===== src/rtl/cmp_timer_pkg.sv =====
package cmp_timer_pkg;
  localparam int unsigned REG_W  = 32;
  localparam int unsigned ADDR_W = 4;
  localparam int unsigned PR_W   = 12;
  localparam int unsigned NCMP   = 3;
  localparam int unsigned SRC_W  = 3;
  localparam int unsigned NSRC   = 1 << SRC_W;
  localparam int unsigned FLAG_W = 6;

  // word addresses
  localparam logic [ADDR_W-1:0] A_CTRL     = 4'd0;
  localparam logic [ADDR_W-1:0] A_DIV      = 4'd1;
  localparam logic [ADDR_W-1:0] A_STAT     = 4'd2;
  localparam logic [ADDR_W-1:0] A_FEN      = 4'd3;
  localparam logic [ADDR_W-1:0] A_CMP_BASE = 4'd4;
  localparam logic [ADDR_W-1:0] A_CNT      = 4'd9;

  // control bit positions
  localparam int unsigned CB_EN    = 0;
  localparam int unsigned CB_EMODE = 1;
  localparam int unsigned CB_SRC   = 6;
  localparam int unsigned CB_FREE  = 9;
  localparam int unsigned CB_SRST  = 15;

  // status / enable bit positions
  localparam int unsigned FB_ROLL = 5;

  localparam logic [REG_W-1:0] CTRL_ZERO_MASK = 32'h0000_7C14;
  localparam logic [REG_W-1:0] CTRL_KEEP_MASK = 32'h0000_01FF;
endpackage


===== src/rtl/cmp_timer_div.sv =====
module cmp_timer_div #(
  parameter int unsigned PR_W = 12
) (
  input  logic            clk_i,
  input  logic            rst_ni,
  input  logic            run_i,
  input  logic            clr_i,
  input  logic [PR_W-1:0] limit_i,
  output logic            step_o
);
  logic [PR_W-1:0] ph_q, ph_d;
  logic            wrap;

  assign wrap   = (ph_q == limit_i);
  assign step_o = run_i && !clr_i && wrap;

  always_comb begin
    ph_d = ph_q;
    if (clr_i)      ph_d = '0;
    else if (run_i) ph_d = wrap ? '0 : ph_q + 1'b1;
  end

  always_ff @(posedge clk_i or negedge rst_ni) begin
    if (!rst_ni) ph_q <= '0;
    else         ph_q <= ph_d;
  end

  // phase never passes the divide limit
  a_r2_phase_bound: assert property (@(posedge clk_i) disable iff (!rst_ni)
    ph_q <= limit_i);
  // a divider write restarts the phase
  a_r2_phase_clear: assert property (@(posedge clk_i) disable iff (!rst_ni)
    clr_i |=> ph_q == '0);
endmodule


===== src/rtl/cmp_timer_count.sv =====
module cmp_timer_count #(
  parameter int unsigned CNT_W = 32,
  parameter int unsigned NCMP  = 3
) (
  input  logic                       clk_i,
  input  logic                       rst_ni,
  input  logic                       step_i,
  input  logic                       clr_i,
  input  logic                       free_i,
  input  logic [NCMP-1:0][CNT_W-1:0] cmp_i,
  output logic [CNT_W-1:0]           cnt_o,
  output logic [NCMP-1:0]            hit_o,
  output logic                       roll_o
);
  logic [CNT_W-1:0] cnt_q, cnt_d, cnt_nxt;
  logic             adv;

  assign adv     = step_i && !clr_i;
  assign cnt_nxt = (!free_i && (cnt_q == cmp_i[0])) ? '0 : cnt_q + 1'b1;

  always_comb begin
    cnt_d = cnt_q;
    if (clr_i)     cnt_d = '0;
    else if (adv)  cnt_d = cnt_nxt;
  end

  for (genvar g = 0; g < NCMP; g++) begin : g_hit
    assign hit_o[g] = adv && (cnt_nxt == cmp_i[g]);
  end
  assign roll_o = adv && (&cnt_nxt);

  always_ff @(posedge clk_i or negedge rst_ni) begin
    if (!rst_ni) cnt_q <= '0;
    else         cnt_q <= cnt_d;
  end

  assign cnt_o = cnt_q;

  // restart mode returns to zero after compare 1
  a_r4_restart_wrap: assert property (@(posedge clk_i) disable iff (!rst_ni)
    (step_i && !clr_i && !free_i && cnt_q == cmp_i[0]) |=> cnt_q == '0);
  // otherwise a step adds one, wrapping through zero
  a_r4_step_inc: assert property (@(posedge clk_i) disable iff (!rst_ni)
    (step_i && !clr_i && (free_i || cnt_q != cmp_i[0])) |=> cnt_q == CNT_W'($past(cnt_q) + 1'b1));
  // no step, no clear: counter holds
  a_r13_hold: assert property (@(posedge clk_i) disable iff (!rst_ni)
    (!step_i && !clr_i) |=> $stable(cnt_q));
  // a clear request zeroes the counter
  a_r5_clear: assert property (@(posedge clk_i) disable iff (!rst_ni)
    clr_i |=> cnt_q == '0);
endmodule


===== src/rtl/cmp_timer_regs.sv =====
module cmp_timer_regs
  import cmp_timer_pkg::*;
#(
  parameter int unsigned CNT_W = 32
) (
  input  logic                       clk_i,
  input  logic                       rst_ni,
  input  logic                       we_i,
  input  logic [ADDR_W-1:0]          addr_i,
  input  logic [REG_W-1:0]           wdata_i,
  input  logic [CNT_W-1:0]           cnt_i,
  input  logic [NCMP-1:0]            cmp_hit_i,
  input  logic                       roll_hit_i,
  output logic [REG_W-1:0]           rdata_o,
  output logic [REG_W-1:0]           ctrl_o,
  output logic [PR_W-1:0]            div_o,
  output logic [NCMP-1:0][CNT_W-1:0] cmp_o,
  output logic                       cnt_clr_o,
  output logic                       div_clr_o,
  output logic                       irq_o
);
  logic [REG_W-1:0]           ctrl_q, ctrl_d;
  logic [PR_W-1:0]            div_q, div_d;
  logic [FLAG_W-1:0]          sr_q, sr_d, fen_q, fen_d, set_vec;
  logic [NCMP-1:0][CNT_W-1:0] cmp_q, cmp_d;
  logic                       wr_ctrl, wr_div, wr_stat, wr_fen, soft_rst;
  logic                       en_rise, cmp1_restart;

  assign wr_ctrl  = we_i && (addr_i == A_CTRL);
  assign wr_div   = we_i && (addr_i == A_DIV);
  assign wr_stat  = we_i && (addr_i == A_STAT);
  assign wr_fen   = we_i && (addr_i == A_FEN);
  assign soft_rst = wr_ctrl && wdata_i[CB_SRST];

  assign en_rise      = wr_ctrl && !soft_rst && !ctrl_q[CB_EN] &&
                        wdata_i[CB_EN] && wdata_i[CB_EMODE];
  assign cmp1_restart = we_i && (addr_i == A_CMP_BASE) && !ctrl_q[CB_FREE];

  assign cnt_clr_o = soft_rst || en_rise || cmp1_restart;
  assign div_clr_o = soft_rst || wr_div;

  always_comb begin
    set_vec          = '0;
    set_vec[NCMP-1:0] = cmp_hit_i & fen_q[NCMP-1:0];
    set_vec[FB_ROLL] = roll_hit_i && fen_q[FB_ROLL];
  end

  always_comb begin
    ctrl_d = ctrl_q;
    div_d  = div_q;
    fen_d  = fen_q;
    cmp_d  = cmp_q;
    sr_d   = sr_q | set_vec;
    if (wr_stat) sr_d  = (sr_q & ~wdata_i[FLAG_W-1:0]) | set_vec;
    if (wr_ctrl) ctrl_d = wdata_i & ~CTRL_ZERO_MASK;
    if (wr_div)  div_d  = wdata_i[PR_W-1:0];
    if (wr_fen)  fen_d  = wdata_i[FLAG_W-1:0];
    for (int k = 0; k < NCMP; k++) begin
      if (we_i && (addr_i == ADDR_W'(A_CMP_BASE + k))) cmp_d[k] = wdata_i[CNT_W-1:0];
    end
    if (soft_rst) begin
      ctrl_d = wdata_i & ~CTRL_ZERO_MASK & CTRL_KEEP_MASK;
      div_d  = '0;
      fen_d  = '0;
      sr_d   = '0;
      for (int k = 0; k < NCMP; k++) cmp_d[k] = '1;
    end
  end

  always_ff @(posedge clk_i or negedge rst_ni) begin
    if (!rst_ni) begin
      ctrl_q <= '0;
      div_q  <= '0;
      fen_q  <= '0;
      sr_q   <= '0;
      cmp_q  <= '1;
    end else begin
      ctrl_q <= ctrl_d;
      div_q  <= div_d;
      fen_q  <= fen_d;
      sr_q   <= sr_d;
      cmp_q  <= cmp_d;
    end
  end

  always_comb begin
    rdata_o = '0;
    case (addr_i)
      A_CTRL: rdata_o = ctrl_q;
      A_DIV:  rdata_o = REG_W'(div_q);
      A_STAT: rdata_o = REG_W'(sr_q);
      A_FEN:  rdata_o = REG_W'(fen_q);
      A_CNT:  rdata_o = REG_W'(cnt_i);
      default: begin
        for (int k = 0; k < NCMP; k++) begin
          if (addr_i == ADDR_W'(A_CMP_BASE + k)) rdata_o = REG_W'(cmp_q[k]);
        end
      end
    endcase
  end

  assign ctrl_o = ctrl_q;
  assign div_o  = div_q;
  assign cmp_o  = cmp_q;
  assign irq_o  = ctrl_q[CB_EN] && (|(sr_q & fen_q));

  // written ones clear, unless the same cycle sets the flag again
  a_r6_w1c: assert property (@(posedge clk_i) disable iff (!rst_ni)
    wr_stat |=> (sr_q & $past(wdata_i[FLAG_W-1:0]) & ~$past(set_vec)) == '0);
  // flags are sticky without a clear
  a_r7_sticky: assert property (@(posedge clk_i) disable iff (!rst_ni)
    (!wr_stat && !soft_rst) |=> ($past(sr_q) & ~sr_q) == '0);
  // software reset clears the non-control state
  a_r10_soft_reset: assert property (@(posedge clk_i) disable iff (!rst_ni)
    soft_rst |=> (sr_q == '0 && fen_q == '0 && div_q == '0 && !ctrl_q[CB_FREE]));
  // reserved control bits stay zero
  a_r11_ctrl_zero: assert property (@(posedge clk_i) disable iff (!rst_ni)
    (ctrl_q & CTRL_ZERO_MASK) == '0 && !ctrl_q[CB_SRST]);
endmodule


===== src/rtl/cmp_timer.sv =====
module cmp_timer
  import cmp_timer_pkg::*;
#(
  parameter int unsigned CNT_W = 32
) (
  input  logic              clk_i,
  input  logic              rst_ni,
  input  logic [NSRC-1:0]   tick_i,
  input  logic              we_i,
  input  logic [ADDR_W-1:0] addr_i,
  input  logic [REG_W-1:0]  wdata_i,
  output logic [REG_W-1:0]  rdata_o,
  output logic              irq_o
);
  logic [1:0]                 rst_sync_q;
  logic                       rst_n;
  logic [REG_W-1:0]           ctrl;
  logic [PR_W-1:0]            div_lim;
  logic [NCMP-1:0][CNT_W-1:0] cmp;
  logic [CNT_W-1:0]           cnt;
  logic [NCMP-1:0]            hit;
  logic                       roll, cnt_clr, div_clr, step, run;
  logic [SRC_W-1:0]           src_sel;
  logic                       src_tick;

  // asynchronous assertion, synchronous release
  always_ff @(posedge clk_i or negedge rst_ni) begin
    if (!rst_ni) rst_sync_q <= '0;
    else         rst_sync_q <= {rst_sync_q[0], 1'b1};
  end
  assign rst_n = rst_sync_q[1];

  assign src_sel  = ctrl[CB_SRC +: SRC_W];
  assign src_tick = (src_sel != '0) && tick_i[src_sel];
  assign run      = ctrl[CB_EN] && src_tick;

  cmp_timer_regs #(.CNT_W(CNT_W)) u_regs (
    .clk_i      (clk_i),
    .rst_ni     (rst_n),
    .we_i       (we_i),
    .addr_i     (addr_i),
    .wdata_i    (wdata_i),
    .cnt_i      (cnt),
    .cmp_hit_i  (hit),
    .roll_hit_i (roll),
    .rdata_o    (rdata_o),
    .ctrl_o     (ctrl),
    .div_o      (div_lim),
    .cmp_o      (cmp),
    .cnt_clr_o  (cnt_clr),
    .div_clr_o  (div_clr),
    .irq_o      (irq_o)
  );

  cmp_timer_div #(.PR_W(PR_W)) u_div (
    .clk_i   (clk_i),
    .rst_ni  (rst_n),
    .run_i   (run),
    .clr_i   (div_clr),
    .limit_i (div_lim),
    .step_o  (step)
  );

  cmp_timer_count #(.CNT_W(CNT_W), .NCMP(NCMP)) u_count (
    .clk_i  (clk_i),
    .rst_ni (rst_n),
    .step_i (step),
    .clr_i  (cnt_clr),
    .free_i (ctrl[CB_FREE]),
    .cmp_i  (cmp),
    .cnt_o  (cnt),
    .hit_o  (hit),
    .roll_o (roll)
  );

  // no count step while disabled
  a_r13_step_needs_en: assert property (@(posedge clk_i) disable iff (!rst_n)
    !ctrl[CB_EN] |-> !step);
  // interrupt only while enabled
  a_r8_irq_gated: assert property (@(posedge clk_i) disable iff (!rst_n)
    irq_o |-> ctrl[CB_EN]);
endmodule


===== config.mk =====
export PLATFORM = sky130hd
export DESIGN_NAME = cmp_timer
export DESIGN_NICKNAME = d
export VERILOG_FILES = /design/src/rtl/cmp_timer_pkg.sv /design/src/rtl/cmp_timer_div.sv /design/src/rtl/cmp_timer_count.sv /design/src/rtl/cmp_timer_regs.sv /design/src/rtl/cmp_timer.sv
export SDC_FILE = /design/constraint.sdc
export NUM_CORES = 1
export LEC_CHECK = 0
export BUFFER_PORTS_ARGS = -buffer_cell sky130_fd_sc_hd__buf_2
export CORE_MARGIN = 2
export CORE_UTILIZATION = 40
export DETAILED_ROUTE_END_ITERATION = 10
export PLACE_DENSITY = 0.56
export SYNTH_ARGS = -nofsm -noshare
export SYNTH_HDL_FRONTEND = slang
export SYNTH_HIERARCHICAL = 1
export SYNTH_SLANG_ARGS = --single-unit
export TNS_END_PERCENT = 100

===== constraint.sdc =====
create_clock -name clk_i -period 6.32 [get_ports clk_i]
set_clock_uncertainty 0.05 [all_clocks]
set_input_delay 0.632 -clock clk_i [delete_from_list [all_inputs] [get_ports clk_i]]
set_output_delay 0.632 -clock clk_i [all_outputs]
set_load 0.01 [all_outputs]

Yosys cells after proc, flatten, opt, wreduce, memory -nomap -nowiden

Cells that the tools add are included.

Register bits after elaboration: 198
Output and inout bits: 33
Logic and storage cells: 100

$add $sub $neg: 2
Order comparisons: 1
Equal/unequal tests: 12
Multiplexer cells: 24
Bitwise operators: 6
Reductions and logical operators: 45

Operators by type and width:

| kind                                                       | count |
|---|---|
| 2-to-1 mux 32 bit                                          | 11 |
| case mux 32 bit (5 select lines)                           | 1 |
| equality test 32 bit                                       | 4 |
| 2-to-1 mux 96 bit                                          | 1 |
| 2-to-1 mux 12 bit                                          | 5 |
| adder 32 x 1 -> 32 bit, second input constant              | 1 |
| AND reduction 32 bit                                       | 1 |
| logical AND 1 bit                                          | 25 |
| 2-to-1 mux 6 bit                                           | 4 |
| nonzero test 2 bit                                         | 8 |
| adder 12 x 1 -> 12 bit, second input constant              | 1 |
| AND 6 bit                                                  | 2 |
| equality test 12 bit                                       | 1 |
| equality test 4 x 3 -> 1 bit, second input constant        | 3 |
| OR 6 bit                                                   | 2 |
| equality test 4 x 2 -> 1 bit, second input constant        | 2 |
| inverter 6 bit                                             | 1 |
| OR reduction 6 bit                                         | 1 |
| logical NOT 1 bit                                          | 5 |
| equality test 4 x 1 -> 1 bit, second input constant        | 1 |
| equality test 4 bit, second input constant                 | 1 |
| logical NOT 4 bit                                          | 1 |
| less-than comparator 3 x 4 -> 1 bit, second input constant | 1 |
| AND 3 bit                                                  | 1 |
| other kinds (4)                                            | 6 |

Logic depth before layout (Yosys ltp)

Gate-level depths: netlist of run 1.

Depth after elaboration: 17
Depth in mapped cells: 17
Mapped depth without buffers: 16

Cells and area by module

Netlist of run 1, hierarchy kept.

Modules (own cells, without submodules):

| module          | times used | cells each | area each (um^2) | seq. area each (um^2) |
|---|---|---|---|---|
| cmp_timer_regs  | 1          | 852        | 7,923.8          | 3,748.6 |
| cmp_timer_count | 1          | 600        | 4,405.5          | 800.8 |
| cmp_timer_div   | 1          | 96         | 858.3            | 300.3 |
| cmp_timer       | 1          | 10         | 113.9            | 50.0 |

Worst setup path before layout of run 1

Ideal clock, no wire load.

Kind: input to register
Start: input addr_i[1]
End: register u_regs.sr_q[0]
Arrival time: 3.723 ns
Required time: 6.193 ns
Setup slack: 2.469 ns
Cell stages on the path: 17
Path buffers: 3
Cell sequence: buf_2 > nand2b_1 > buf_2 > clkbuf_1 > o21ai_0 > nor3_1 > nor2b_1 > nand3_1 > a221o_1 > a221oi_1 > nand4_1 > a21o_1 > nor4_1 > nand4b_1 > a2111oi_2 > nand2_1 > a21oi_1

Elaborated cells between the ends (all ways): 29
Those cells by class: eq/ne: 3; mux: 2; bitwise: 3; reduce/logical: 21

RTL lines:

| item                              | line                                       | text |
|---|---|---|
| start: declaration                | cmp_timer.sv:10                            | `input logic [ADDR_W-1:0] addr_i,` |
| logical NOT 4 bit                 | cmp_timer_regs.sv:29                       | `assign wr_ctrl = we_i && (addr_i == A_CTRL);` |
| logical AND 1 bit                 | cmp_timer_regs.sv:29                       |  |
| logical AND 1 bit                 | cmp_timer_regs.sv:33                       | `assign soft_rst = wr_ctrl && wdata_i[CB_SRST];` |
| logical OR 1 bit *                | cmp_timer_regs.sv:40                       | `assign div_clr_o = soft_rst \|\| wr_div;` |
| via div_clr                       | cmp_timer.sv:22                            | `logic roll, cnt_clr, div_clr, step, run;` |
| logical NOT 1 bit *               | cmp_timer_div.sv:15                        | `assign step_o = run_i && !clr_i && wrap;` |
| logical AND 1 bit * (2 in series) | cmp_timer_div.sv:15                        |  |
| via step                          | cmp_timer.sv:22                            |  |
| logical AND 1 bit *               | cmp_timer_count.sv:18                      | `assign adv = step_i && !clr_i;` |
| logical AND 1 bit *               | cmp_timer_count.sv:28                      | `assign hit_o[g] = adv && (cnt_nxt == cmp_i[g]);` |
| via hit[0]                        | cmp_timer.sv:21                            | `logic [NCMP-1:0] hit;` |
| AND 3 bit *                       | cmp_timer_regs.sv:44                       | `set_vec[NCMP-1:0] = cmp_hit_i & fen_q[NCMP-1:0];` |
| OR 6 bit (on tied branches)       | cmp_timer_regs.sv:53, cmp_timer_regs.sv:54 |  |
| 2-to-1 mux 6 bit *                | cmp_timer_regs.sv:54                       | `if (wr_stat) sr_d = (sr_q & ~wdata_i[FLAG_W-1:0]) \| set_vec;` |
| 2-to-1 mux 6 bit *                | cmp_timer_regs.sv:61                       | `if (soft_rst) begin` |
| via u_regs.sr_d[0]                | cmp_timer_regs.sv:24                       | `logic [FLAG_W-1:0] sr_q, sr_d, fen_q, fen_d, set_vec;` |
| end signal: assignment            | cmp_timer_regs.sv:81                       | `sr_q <= sr_d;` |
| end: declaration                  | cmp_timer_regs.sv:24                       |  |

Mark *: on every way through the listed nets, which the timed path passes. The rest lies on a longest branch.
A chain may end at the register's enable or synchronous reset.

Worst setup path after layout of run 1

Start: register u_count.cnt_q[0] (netlist: u_count/cnt_o[0])
End: register u_regs.sr_q[0]

Longest elaborated chain between the ends: 9
Elaborated cells between the ends (all ways): 11
Those cells by class: add/sub: 1; eq/ne: 2; mux: 3; bitwise: 3; reduce/logical: 2

RTL lines:

| item                                                                           | line                                       | text |
|---|---|---|
| start: declaration                                                             | cmp_timer_count.sv:15                      | `logic [CNT_W-1:0] cnt_q, cnt_d, cnt_nxt;` |
| start signal: assignment                                                       | cmp_timer_count.sv:34                      | `else cnt_q <= cnt_d;` |
| parallel branches: the longest is 2 deep, another holds adder 32 x 1 -> 32 bit | --                                         |  |
| 2-to-1 mux 32 bit *                                                            | cmp_timer_count.sv:19                      | `assign cnt_nxt = (!free_i && (cnt_q == cmp_i[0])) ? '0 : cnt_q + 1'b1;` |
| equality test 32 bit *                                                         | cmp_timer_count.sv:28                      |  |
| logical AND 1 bit *                                                            | cmp_timer_count.sv:28                      |  |
| via hit[0]                                                                     | cmp_timer.sv:21                            |  |
| AND 3 bit *                                                                    | cmp_timer_regs.sv:44                       |  |
| OR 6 bit (on tied branches)                                                    | cmp_timer_regs.sv:53, cmp_timer_regs.sv:54 |  |
| 2-to-1 mux 6 bit *                                                             | cmp_timer_regs.sv:54                       |  |
| 2-to-1 mux 6 bit *                                                             | cmp_timer_regs.sv:61                       |  |
| via u_regs.sr_d[0]                                                             | cmp_timer_regs.sv:24                       |  |

Mark *: on every way through the listed nets, which the timed path passes.

==> run_results.csv, run 1 <==
group,metric,value,unit
status,outcome,"complete, no violations",
global_routing,track_usage,34.1,%
critical_path,crit_arrival,5050,ps
timing,max_freq,212,MHz
synth,synth_fp_nets,1599,
detailed_routing,via_per_inst,6.71,
timing,slew_headroom,17.9,%
layout,drive_gt1_share,19.8,%
detailed_routing,dr.pass1.iters,6,
global_routing,gr-total-overflow,0,
timing,final_hold_viol_count,0,
synth,syn_inst,1550,
clocking,cts_tree,"built",
critical_path,critical-path-top-delay-family,"simple AND/OR/NAND/NOR gates",
placed_design,port_buffers,78,
timing,setup_viol_count_final,0,
critical_path,worstPathCellList,"nand2_1 > or4_1 > nor4_4 > xnor2_1 > or4b_2 > o211ai_1 > nand4b_1 > a2111oi_2 > nand2_1 > a21oi_1",
clocking,cts_resized,0,
clocking,cts_buffers,17,
critical_path,cp.required,6660,ps
timing,slew_violations,0,
critical_path,cp_num_buf_inv,0,
clocking,cts.sinks,191,
layout,area_delta_synth_final,8.58,%
layout,layout_common_cells,"nand3_1, o21ai_0, dfstp_2",
power,vdd_drop_max,0.000216,V
clocking,clkLatencyLatePin,480,ps
layout,nNetsFinal,1599,
placed_design,dp.final_hpwl,40.5,mm
critical_path,path_common_cell,"nand2_1",
die,num_rows,66,
die,dieArea,34600,um^2
global_routing,grt_pass1_vias,12600,
global_routing,grt_max_degree,99,
clocking,path_clk_slew,80,ps
timing,setup_ws,1610,ps
die,die_h,186,um
synth,syn_area,13200,um^2
critical_path,crit_path_max_fanout,14,
die,coreArea,32500,um^2
die,num_io_pins,80,
timing,layout_min_cycle_time,4710,ps
detailed_routing,highest_layer,"met4",
clocking,cts.htree.levels,4,
detailed_routing,first_iter_violations,1948,
detailed_routing,met1_length,25.7,mm
critical_path,crit_type,"register to register",
critical_path,crit_path_start_kind,"register",
detailed_routing,wl_met2,24.6,mm
critical_path,endpoint_kind,"register",
critical_path,rrSetupSlack,1610,ps
clocking,cts_hold_buf,1,
timing,tns,0,ps
placed_design,place_ws,1450,ps
detailed_routing,vias,13500,
power,p_total,3970,uW
placed_design,gp_congestion,1.02,
die,die_x,186,um
die,start_util,40.7,%
detailed_routing,ant_nets,0,
run,drv_cap,0,
clocking,clk_path_buf_depth,2,
timing,finalCritPeriodShare,74.6,%
timing,whs,314,ps
synth,yosys_warnings,6,
power,p_per_area,276,nW/um^2
worst_hold_path,hp-class,"register to register",
global_routing,grt_first_pass_wirelength,85.7,mm
detailed_routing,wl_per_cell,29.0,um
detailed_routing,drc,0,
detailed_routing,dr_wl_met3,5.69,mm
global_routing,antenna_found_initial,0,
timing,rsz0062_at_grt,"no",
critical_path,worst_path_largest_cell_delay,880,ps
layout,final_common_cell,"nand3_1",
clocking,cts_root_buffer,"clkbuf_16",
detailed_routing,wirelength,58.1,mm
clocking,postCtsSetupRepairBufs,0,
timing,worst_slew_pin_slew,1230,ps
power,leakage,0.00542,uW
critical_path,slowest_stage,"or4_1",
synth,avgSynthCellArea,8.55,um^2
layout,diodes,0,
[final cells by class]
class                      count  area [um^2]
clock buffer                  17          425
multi-input combinational   1197         7550
sequential                   191         4900
tap                          442          553
timing repair buffer         117          686
inverter                      26         97.6
fill                        3273        18200
clock inverter                15          169
[worst reg2reg max path, stage by stage, from the launching register on]
cell,delay (ps)
dfrtp_1,720
nand2_1,370
or4_1,880
nor4_4,440
xnor2_1,530
or4b_2,650
o211ai_1,150
nand4b_1,180
a2111oi_2,420
nand2_1,100
a21oi_1,130
[report_power, final]
part,leakage (uW),internal (uW),switching (uW)
Combinational,0.00284,342,470
Clock,0.000296,565,563
Sequential,0.00228,1560,465
Total,0.00542,2470,1500
[through the flow]
step | util (%) | cells | cell area, um^2
2_1_floorplan | - | 1550 | 13200
3_3_place_gp | 42.3 | 1972 | 13800
3_5_place_dp | 42.3 | 1972 | 13800
4_1_cts | 44.2 | 2005 | 14400
5_1_grt | 44.2 | 2005 | 14400
6_report | 44.2 | 2005 | 14400
[path summary, 6_finish.rpt]
check / from / depth (start not counted) / to
worst max-delay path: u_count/cnt_o[0]$_DFFE_PN0P_ / 10 / u_regs/sr_q[0]$_DFF_PN0_
worst min-delay path: rst_sync_q[0]$_DFF_PN0_ / 0 / rst_sync_q[1]$_DFF_PN0_
worst max register to register: u_count/cnt_o[0]$_DFFE_PN0P_ / 10 / u_regs/sr_q[0]$_DFF_PN0_
worst min register to register: rst_sync_q[0]$_DFF_PN0_ / 0 / rst_sync_q[1]$_DFF_PN0_
max in group asynchronous: rst_sync_q[1]$_DFF_PN0_ / 1 / u_count/cnt_o[14]$_DFFE_PN0P_
min in group asynchronous: rst_sync_q[1]$_DFF_PN0_ / 0 / u_regs/ctrl_o[6]$_DFFE_PN0P_
[per-layer routing]
metal	global-route usage [%]	vias to the layer above
li1	-	5848
met1	49.7	6739
met2	47.6	758
met3	8.96	116
met4	13.6	0
met5	0	-
[sequential cells by signal (all words and copies together), names as in the netlist]
name / count
u_regs/sr_q: 6
u_regs/cmp_o: 96
u_regs/ctrl_o: 25
rst_sync_q: 2
u_count/cnt_o: 32
u_regs/fen_q: 6
u_regs/div_o: 12
u_div/ph_q: 12
Power figures use the tool's default switching activity.
==> inputs of run 2 (changes only) <==
- clock period: 6.32 -> 4.9 ns (I/O delays scaled with it)
==> run 2 against run 1 <==
  * Final cell count up 1.4%
  * Largest cell class unchanged
  * Sequential cell count unchanged
  * Largest power group unchanged
  * Non-clock buffer count up 29
  * Sequential share of layout area down 0.54 points
==> run_results.csv, run 2 (synthesis results as in run 1) <==
group,metric,value,unit
die,num_rows,66,
detailed_routing,via_per_inst,6.74,
power,power_frac_comb,21.0,%
clocking,clk_path_buf_depth,2,
critical_path,worstPathCellList,"ha_1 > nand4_1 > nor3_1 > nand4_1 > xnor2_1 > xnor2_1 > or2_2 > nor3_1 > o21ai_0 > a2111oi_2 > nand2_1 > a21oi_1",
critical_path,cp.required,5230,ps
critical_path,crit_arrival,4720,ps
clocking,path_clk_slew,80,ps
clocking,cts_tree,"built",
timing,slew_headroom,16.4,%
placed_design,place_ws,593,ps
worst_hold_path,whs_endpoint,"u_regs/cmp_o[45]$_DFFE_PN1P_",
clocking,cts_resized,0,
worst_hold_path,min-delay-start,"wdata_i[13]",
timing,slew_violations,0,
global_routing,grt_pass1_vias,12800,
timing,max_freq,228,MHz
critical_path,reg2reg_to,"u_regs/sr_q[0]$_DFF_PN0_",
timing,tns,0,ps
clocking,postCtsSetupRepairBufs,0,
power,leakage,0.00557,uW
die,die_h,186,um
timing,setup_viol_count_final,0,
critical_path,rrSetupSlack,510,ps
power,intPower,3150,uW
global_routing,grt_first_pass_wirelength,87.3,mm
critical_path,slowest_stage,"xnor2_1",
layout,diodes,0,
placed_design,dp.cells,2001,
detailed_routing,wl_per_cell,29.0,um
layout,area_delta_synth_final,10.3,%
critical_path,crit_type,"register to register",
critical_path,reg2regPathDepth,12,
power,p_seq_share,51.4,%
layout,final_common_cell,"nand3_1",
power,pwr-share-clk,27.7,%
detailed_routing,first_iter_violations,2221,
detailed_routing,dr.pass1.iters,7,
critical_path,r2r-start,"u_count/cnt_o[1]$_DFFE_PN0P_",
worst_hold_path,hp-class,"input pin to register",
clocking,cts_root_buffer,"clkbuf_16",
clocking,cts_buffers,17,
critical_path,crit_path_start_kind,"register",
power,p_per_area,351,nW/um^2
layout,layout_common_cells,"nand3_1, o21ai_0, dfstp_2",
global_routing,antenna_found_initial,0,
die,num_io_pins,80,
timing,finalCritPeriodShare,89.5,%
die,dieArea,34600,um^2
global_routing,gr-total-overflow,0,
layout,final_cell_count_no_fill,2034,
run,drv_cap,0,
worst_hold_path,hold_depth,3,
global_routing,track_usage,34.7,%
placed_design,gp_congestion,1.02,
power,swShare,38.6,%
detailed_routing,drc,0,
critical_path,crit_path_max_fanout,8,
clocking,cts.sinks,191,
critical_path,worst_path_largest_cell_delay,890,ps
detailed_routing,ant_nets,0,
timing,layout_min_cycle_time,4390,ps
power,p_sw,1980,uW
timing,rsz0062_at_grt,"no",
critical_path,endpoint_kind,"register",
layout,drive_gt1_share,21.2,%
timing,worst_slew_pin_slew,1250,ps
clocking,cts.htree.levels,4,
timing,setup_ws,514,ps
power,vdd_drop_max,0.000303,V
placed_design,placed_cell_area,14000,um^2
timing,final_hold_viol_count,0,
global_routing,grt_max_degree,97,
detailed_routing,wirelength,59.0,mm
layout,fin_area,14600,um^2
clocking,clkLatencyLatePin,480,ps
layout,largest_reg_flops,96,
status,outcome,"complete, no violations",
die,die_x,186,um
die,start_util,40.7,%
placed_design,port_buffers,78,
detailed_routing,vias,13700,
layout,nNetsFinal,1628,
die,coreArea,32500,um^2
placed_design,dp.final_hpwl,41.7,mm
-- run 2: worst max path at each step --
stage	startpoint	endpoint	slack [ps]	cells after the start
after global routing	u_count/cnt_o[1]$_DFFE_PN0P_	u_regs/sr_q[0]$_DFF_PN0_	350	12
final	u_count/cnt_o[1]$_DFFE_PN0P_	u_regs/sr_q[0]$_DFF_PN0_	510	12
after floorplan	u_regs/ctrl_o[6]$_DFFE_PN0P_	u_regs/sr_q[0]$_DFF_PN0_	1170	16
after global placement	addr_i[2]	u_regs/sr_q[2]$_DFF_PN0_	660	16
after CTS	u_count/cnt_o[1]$_DFFE_PN0P_	u_regs/sr_q[0]$_DFF_PN0_	620	12
after detailed placement	addr_i[2]	u_regs/sr_q[2]$_DFF_PN0_	590	16
-- run 2: cell type report --
| class | instances | area [um^2] |
|---|---|---|
| fillers | 3281 | 17900 |
| multi-input cells | 1197 | 7540 |
| flip-flops and latches | 191 | 4900 |
| repair buffers | 146 | 941 |
| well taps | 442 | 553 |
| clock buffers | 18 | 429 |
| clock inverters | 14 | 146 |
| inverters | 26 | 97.6 |
-- run 2: layer usage --
metal / track usage, % / share of wire, % / vias to the layer above
met5: 0 / 0 / -
met4: 12.1 / 3.1 / 0
met3: 8.33 / 11 / 100
met2: 48.5 / 42 / 889
met1: 51.5 / 44 / 6817
li1: - / - / 5908
-- run 2: metrics by stage --
step / power (uW) / hold WS, ps / utilization [%]
final: 5130 / 207 / 44.9
after CTS: 5090 / 193 / 44.9
after floorplan: 3070 / 144 / -
after detailed placement: 3670 / 227 / 43.1
after global routing: 5340 / 203 / 44.9
after global placement: 3650 / 227 / 43.1
-- run 2: critical path: cells and delay by family (launching register included) --
kind                       cells  cell delay, ps
and+or+nand+nor                6            1500
xor gates and xnor gates       2            1050
adders and majority gates      1             370
DFF                            1             550
AOI/OAI and AO/OA              3             760
-- run 2: repair_timing --
action                                 4_1_cts  5_1_grt
hold buffers                                 1        0
endpoints found under the hold margin        2        0
setup endpoints to repair                    0        0
-- run 2: power by group through the flow --
stage                     Clock, uW  Combinational [uW]  Sequential [uW]
after floorplan                   0                 773             2300
after global placement            0                1030             2620
after detailed placement          0                1050             2620
after CTS                      1440                1050             2600
after global routing           1510                1170             2650
final                          1420                1080             2640
